## src/rtl/dim_pkg.sv

```systemverilog
package dim_pkg;
   typedef logic [1:0] dim_len_t;

   localparam dim_len_t LEN1 = 2'd1;
   localparam dim_len_t LEN2 = 2'd2;
   localparam dim_len_t LEN3 = 2'd3;

   // widest single-cycle consumption: 3+1 or 2+2 syllables
   localparam int MAX_USE = 4;

   function automatic dim_len_t dim_len_of(input logic [1:0] top);
      return (top == 2'b11) ? LEN3 : ((top == 2'b10) ? LEN2 : LEN1);
   endfunction
endpackage

```

## src/rtl/dim_len_dec.sv

```systemverilog
module dim_len_dec
   import dim_pkg::*;
(
   input  logic [1:0] top_bits,
   output dim_len_t   len
);
   assign len = dim_len_of(top_bits);
endmodule

```

## src/rtl/dim_issue_sel.sv

```systemverilog
module dim_issue_sel
   import dim_pkg::*;
#(
   parameter int CNT_W      = 3,
   parameter bit LOCK_MEM_B = 1'b1
) (
   input  logic [CNT_W-1:0]  occ,
   input  dim_len_t [3:0]    len_q,
   input  logic [3:1]        mem_q,
   input  logic              a_ready,
   input  logic              b_ready,
   output logic              a_go,
   output logic              b_go,
   output dim_len_t          a_len_o,
   output dim_len_t          b_len_o,
   output logic [CNT_W-1:0]  used
);
   dim_len_t la, lb;
   logic     fol_mem, b_block, b_route, b_whole;

   assign la = len_q[0];

   // follower sits at position la (1..3)
   always_comb begin
      unique case (la)
         LEN1:    begin lb = len_q[1]; fol_mem = mem_q[1]; end
         LEN2:    begin lb = len_q[2]; fol_mem = mem_q[2]; end
         default: begin lb = len_q[3]; fol_mem = mem_q[3]; end
      endcase
   end

   generate
      if (LOCK_MEM_B) begin : g_lock
         assign b_block = fol_mem;
      end else begin : g_open
         assign b_block = 1'b0;
      end
   endgenerate

   // second syllable of lane B reachable only from positions 2 or 3
   assign b_route = (lb == LEN1) || ((lb == LEN2) && (la != LEN3));
   assign b_whole = occ >= (CNT_W'(la) + CNT_W'(lb));

   assign a_go = a_ready && (occ >= CNT_W'(la));
   assign b_go = a_go && b_ready && b_route && b_whole && !b_block;

   assign a_len_o = a_go ? la : '0;
   assign b_len_o = b_go ? lb : '0;
   assign used    = (a_go ? CNT_W'(la) : '0) + (b_go ? CNT_W'(lb) : '0);
endmodule

```

## src/rtl/dim_prefetch_buf.sv

```systemverilog
module dim_prefetch_buf #(
   parameter int SYL_W  = 16,
   parameter int BUF_N  = 6,
   parameter int FILL_N = 4,
   parameter int CNT_W  = 3
) (
   input  logic                     clk,
   input  logic                     rst_n,
   input  logic [CNT_W-1:0]         used,
   input  logic                     fill_valid,
   input  logic [FILL_N*SYL_W-1:0]  fill_data,
   output logic                     fill_ready,
   output logic [CNT_W-1:0]         occ,
   output logic [3:0][SYL_W-1:0]    win
);
   localparam int QW = BUF_N * SYL_W;

   logic [QW-1:0]    ent_q, ent_d, kept, ins;
   logic [CNT_W-1:0] occ_q, rem;
   logic             take;

   assign rem        = occ_q - used;
   assign fill_ready = rem <= CNT_W'(BUF_N - FILL_N);
   assign take       = fill_valid && fill_ready;

   // entries at or above occ_q are kept at zero, so shift and OR suffice
   assign kept  = ent_q >> (int'(used) * SYL_W);
   assign ins   = QW'(fill_data) << (int'(rem) * SYL_W);
   assign ent_d = kept | (take ? ins : '0);

   always_ff @(posedge clk or negedge rst_n) begin
      if (!rst_n) begin
         ent_q <= '0;
         occ_q <= '0;
      end else begin
         ent_q <= ent_d;
         occ_q <= rem + (take ? CNT_W'(FILL_N) : '0);
      end
   end

   assign occ = occ_q;
   assign win = ent_q[4*SYL_W-1:0];
endmodule

```

## src/rtl/dual_issue_marshal.sv

```systemverilog
module dual_issue_marshal
   import dim_pkg::*;
#(
   parameter int SYL_W      = 16,
   parameter int BUF_N      = 6,
   parameter int FILL_N     = 4,
   parameter int MEM_BIT    = 13,
   parameter bit LOCK_MEM_B = 1'b1
) (
   input  logic                     clk,
   input  logic                     rst_n,
   input  logic                     fill_valid,
   input  logic [FILL_N*SYL_W-1:0]  fill_data,
   output logic                     fill_ready,
   input  logic                     a_ready,
   output logic                     a_issue,
   output logic [1:0]               a_len,
   output logic [3*SYL_W-1:0]       a_syl,
   input  logic                     b_ready,
   output logic                     b_issue,
   output logic [1:0]               b_len,
   output logic [2*SYL_W-1:0]       b_syl
);
   localparam int CNT_W = $clog2(BUF_N + 1);

   generate
      if (BUF_N < MAX_USE) begin : g_bad_depth
         $error("BUF_N must cover the four-syllable issue window");
      end
      if (FILL_N < 1 || FILL_N > BUF_N) begin : g_bad_fill
         $error("FILL_N must lie between 1 and BUF_N");
      end
      if (MEM_BIT < 0 || MEM_BIT > SYL_W - 3) begin : g_bad_mem
         $error("MEM_BIT must sit below the two length bits");
      end
   endgenerate

   logic [3:0][SYL_W-1:0] win;
   logic [CNT_W-1:0]      occ, used;
   dim_len_t [3:0]        lens;
   logic [3:1]            mems;
   dim_len_t              la, lb;
   logic                  a_go, b_go;

   dim_prefetch_buf #(
      .SYL_W (SYL_W),
      .BUF_N (BUF_N),
      .FILL_N(FILL_N),
      .CNT_W (CNT_W)
   ) u_buf (
      .clk       (clk),
      .rst_n     (rst_n),
      .used      (used),
      .fill_valid(fill_valid),
      .fill_data (fill_data),
      .fill_ready(fill_ready),
      .occ       (occ),
      .win       (win)
   );

   for (genvar p = 0; p < 4; p++) begin : g_dec
      dim_len_dec u_dec (
         .top_bits(win[p][SYL_W-1 -: 2]),
         .len     (lens[p])
      );
      if (p > 0) begin : g_mem
         assign mems[p] = win[p][MEM_BIT];
      end
   end

   dim_issue_sel #(
      .CNT_W     (CNT_W),
      .LOCK_MEM_B(LOCK_MEM_B)
   ) u_sel (
      .occ    (occ),
      .len_q  (lens),
      .mem_q  (mems),
      .a_ready(a_ready),
      .b_ready(b_ready),
      .a_go   (a_go),
      .b_go   (b_go),
      .a_len_o(la),
      .b_len_o(lb),
      .used   (used)
   );

   // lane A: head of the queue, slots beyond the length read as zero
   for (genvar k = 0; k < 3; k++) begin : g_aslot
      assign a_syl[k*SYL_W +: SYL_W] = (2'(k) < la) ? win[k] : '0;
   end

   // lane B: first syllable from 1..3, second only from 2..3
   always_comb begin
      b_syl = '0;
      if (b_go) begin
         unique case (lens[0])
            LEN1: begin
               b_syl[SYL_W-1:0] = win[1];
               if (lb == LEN2) b_syl[2*SYL_W-1:SYL_W] = win[2];
            end
            LEN2: begin
               b_syl[SYL_W-1:0] = win[2];
               if (lb == LEN2) b_syl[2*SYL_W-1:SYL_W] = win[3];
            end
            default: b_syl[SYL_W-1:0] = win[3];
         endcase
      end
   end

   assign a_issue = a_go;
   assign b_issue = b_go;
   assign a_len   = la;
   assign b_len   = lb;
endmodule

```

## config.mk

```make
export PLATFORM = sky130hd
export DESIGN_NAME = dual_issue_marshal
export DESIGN_NICKNAME = d
export VERILOG_FILES = /design/src/rtl/dim_pkg.sv /design/src/rtl/dim_len_dec.sv /design/src/rtl/dim_issue_sel.sv /design/src/rtl/dim_prefetch_buf.sv /design/src/rtl/dual_issue_marshal.sv
export SDC_FILE = /design/constraint.sdc
export NUM_CORES = 1
export LEC_CHECK = 0
export ABC_AREA = 1
export BUFFER_PORTS_ARGS = -buffer_cell sky130_fd_sc_hd__buf_2
export CAP_MARGIN = 20
export CORE_MARGIN = 4
export CORE_UTILIZATION = 45
export DETAILED_ROUTE_END_ITERATION = 8
export GPL_TIMING_DRIVEN = 0
export PLACE_DENSITY = 0.75
export SYNTH_ARGS = -nofsm -noshare
export SYNTH_HDL_FRONTEND = slang
export SYNTH_HIERARCHICAL = 1
export SYNTH_SLANG_ARGS = --single-unit
```

## constraint.sdc

```tcl
create_clock -name clk -period 11.5 [get_ports clk]
set_input_delay 0.575 -clock clk [delete_from_list [all_inputs] [get_ports clk]]
set_output_delay 0.575 -clock clk [all_outputs]
set_load 0.05 [all_outputs]
```

==> reports/metrics.yaml <==
drv_cap: 0
status: "complete, no violations"
async_flop_share_pct: 100
fillers: 2278
port_buffers: 155
worst_slew_pin_slew_ns: 0.706
dpl_cell_area_um2: 10800
finalClockSkew_ns: 0.0106
clock-sinks: 99
max_freq_mhz: 147
path_class: "register to output port"
cp.arrival_ns: 6.24
synthSimpleGateAreaFrac_pct: 39.0
synthFlopType: "dfrtp_1"
clock_latency_ns: 0.35
track_usage_pct: 30.3
ctsLongestPathBuffers: 2
grt_busiest_layer: "met2"
cts_tree: "done"
diodes: 0
synth-seq-cells: 99
syn_nets: 1800
die_w_um: 155
grt_util_met2_pct: 49.2
wl_per_cell_um: 17.1
antenna_found_initial: 0
cts_htree_levels: 3
finalCritPeriodShare_pct: 59.3
cp_common_cell: "ha_1"
synthMostInstantiatedCell: "nand2_1"
cts-resized-gates: 0
syn_area_um2: 9680
finalSetupViolCount: 0
ant_nets: 0
postCtsHoldBufs: 0
synth_top_family_by_area: "simple AND/OR/NAND/NOR gates"
finalCriticalPeriod_ns: 6.82
cpMaxStageDelayCell: "fa_1"
syn2layout_area_growth_pct: 14.7
initial_utilization_pct: 45.9
design_area_um2: 11100
yosysTopAreaCell: "nand2_1"
num_rows: 53
syn_avg_cell_area_um2: 5.65
use_met1_pct: 42.4
rsz0062_at_grt: "no"
synthAdderAreaFrac_pct: 2.43
final_nets: 1967
grt_pass1_vias: 10300
relSlewSlack_pct: 52.9
drt_pass1_iterations: 9
cp_slowest_stage_delay_ns: 0.48
grt_max_degree: 51
core_um2: 21100
timing.critical_path.required_ns: 10.93
synth_top_area_share_pct: 27.9
fin_hold_ws_ns: 0.260
cts_setup_buffers: 0
synth-seq-area-share_pct: 25.6
grt_pass1_wl_um: 57200
die-area_um2: 23900
muxShareOfSynthArea_pct: 0
hold_violations: 0
ys.warnings.count: 6
ys_types: 29
hold_path_class: "input pin to asynchronous set/reset pin"
syn_inst: 1714
vias_per_cell: 5.13
synth_edf_count: 0
ios: 156
die_y_um: 155
clk_pin_slew_ns: 0.06
startpoint_type: "register"
drive_gt1_share_pct: 15.7
clockRootBuffer: "clkbuf_16"
drt_iter0_drc: 1409
yosys-top-cells-area: "nand2_1, dfrtp_1, o21ai_0"
end_kind: "output port"
finalWirelength_um: 37000
synthXorXnorAreaFrac_pct: 0
overflow: 0
netlist_top_cells_count: "nand2_1, inv_1, o21ai_0, nor2_1, dfrtp_1"
drc_errors: 0
maxSlewViolCount: 0
dp_hpwl_um: 30800
fin_tns_setup_ns: 0
cts_buffers: 9
vias: 11100
synth_compound_area_share_pct: 15.8
use_met3_pct: 5.54
crit_fanout: 10
gp_congestion: 0.957
==> metrics by stage <==
step	setup WS (ns)	utilization [%]	cells
2_1_floorplan	4.93	-	1714
3_3_place_gp	5.04	51.2	2144
3_5_place_dp	4.94	51.3	2145
4_1_cts	4.73	52.6	2161
5_1_grt	4.33	52.6	2161
6_report	4.68	52.6	2161
==> per-layer routing <==
| layer | share of wire, % | wire (um) |
|---|---|---|
| met1 | 43 | 16000 |
| met2 | 45 | 16500 |
| met3 | 11 | 3960 |
| met4 | 1.5 | 552 |
| met5 | 0 | 0 |
==> critical path, delay by kind of cell (launching register included) <==
| kind | cells | cell delay (ns) |
|---|---|---|
| buffers and inverters | 10 | 1.57 |
| flip-flops | 1 | 0.38 |
| adder cells (fa/ha/maj) | 7 | 2.43 |
| AND/OR/NAND/NOR | 10 | 1.49 |
==> final timing paths <==
path	from	endpoint	slack (ns)	cells after the start
setup / recovery	u_buf/ent_q[15]	fill_ready	4.68	27
hold / removal	rst_n	u_buf/ent_q[51]	0.26	1
setup reg to reg	u_buf/ent_q[15]	u_buf/ent_q[40]	4.78	29
hold reg to reg	u_buf/ent_q[71]	u_buf/ent_q[55]	0.65	4
max in group asynchronous	rst_n	u_buf/ent_q[10]	10.57	2
min in group clk	u_buf/ent_q[71]	u_buf/ent_q[55]	0.65	4
==> cell families (layout without fill, tap and decap cells) <==
kind of cell / Yosys count / in the layout
fa+ha+maj: 17 / 17
buf+inv: 353 / 525
flops: 99 / 99
compound gates: 285 / 285
simple gates: 960 / 960
==> sequential cells by signal, indices dropped and copies added (netlist names) <==
name,flops
u_buf/occ,3
u_buf/ent_q,96
==> cell usage in the layout (no fill, tap or decap), types with 13 or more instances in the layout <==
master and count:
clkbuf_1 67, nor3_1 13, o22ai_1 19, nor2_1 139
nand2_1 720, o211ai_1 13, o21ai_0 141, ha_1 14
o21bai_1 16, dfrtp_1 99, inv_1 164, o21ai_1 44
buf_4 73, a21oi_1 51, buf_2 186, nand3_1 72
==> cell type report <==
| class | instances | area, um2 | share of cell area [%] |
|---|---|---|---|
| multi-input combinational | 1262 | 5530 | 49.8 |
| sequential | 99 | 2480 | 22.3 |
| buffer | 183 | 1030 | 9.25 |
| timing repair buffer | 156 | 806 | 7.26 |
| inverter | 170 | 638 | 5.75 |
| tap | 275 | 344 | 3.10 |
| clock buffer | 13 | 250 | 2.25 |
| clock inverter | 3 | 23.8 | 0.214 |
Power is left out: the tool's default activity adds up to more than one toggle a clock period on the data nets, which glitch-free logic cannot reach.
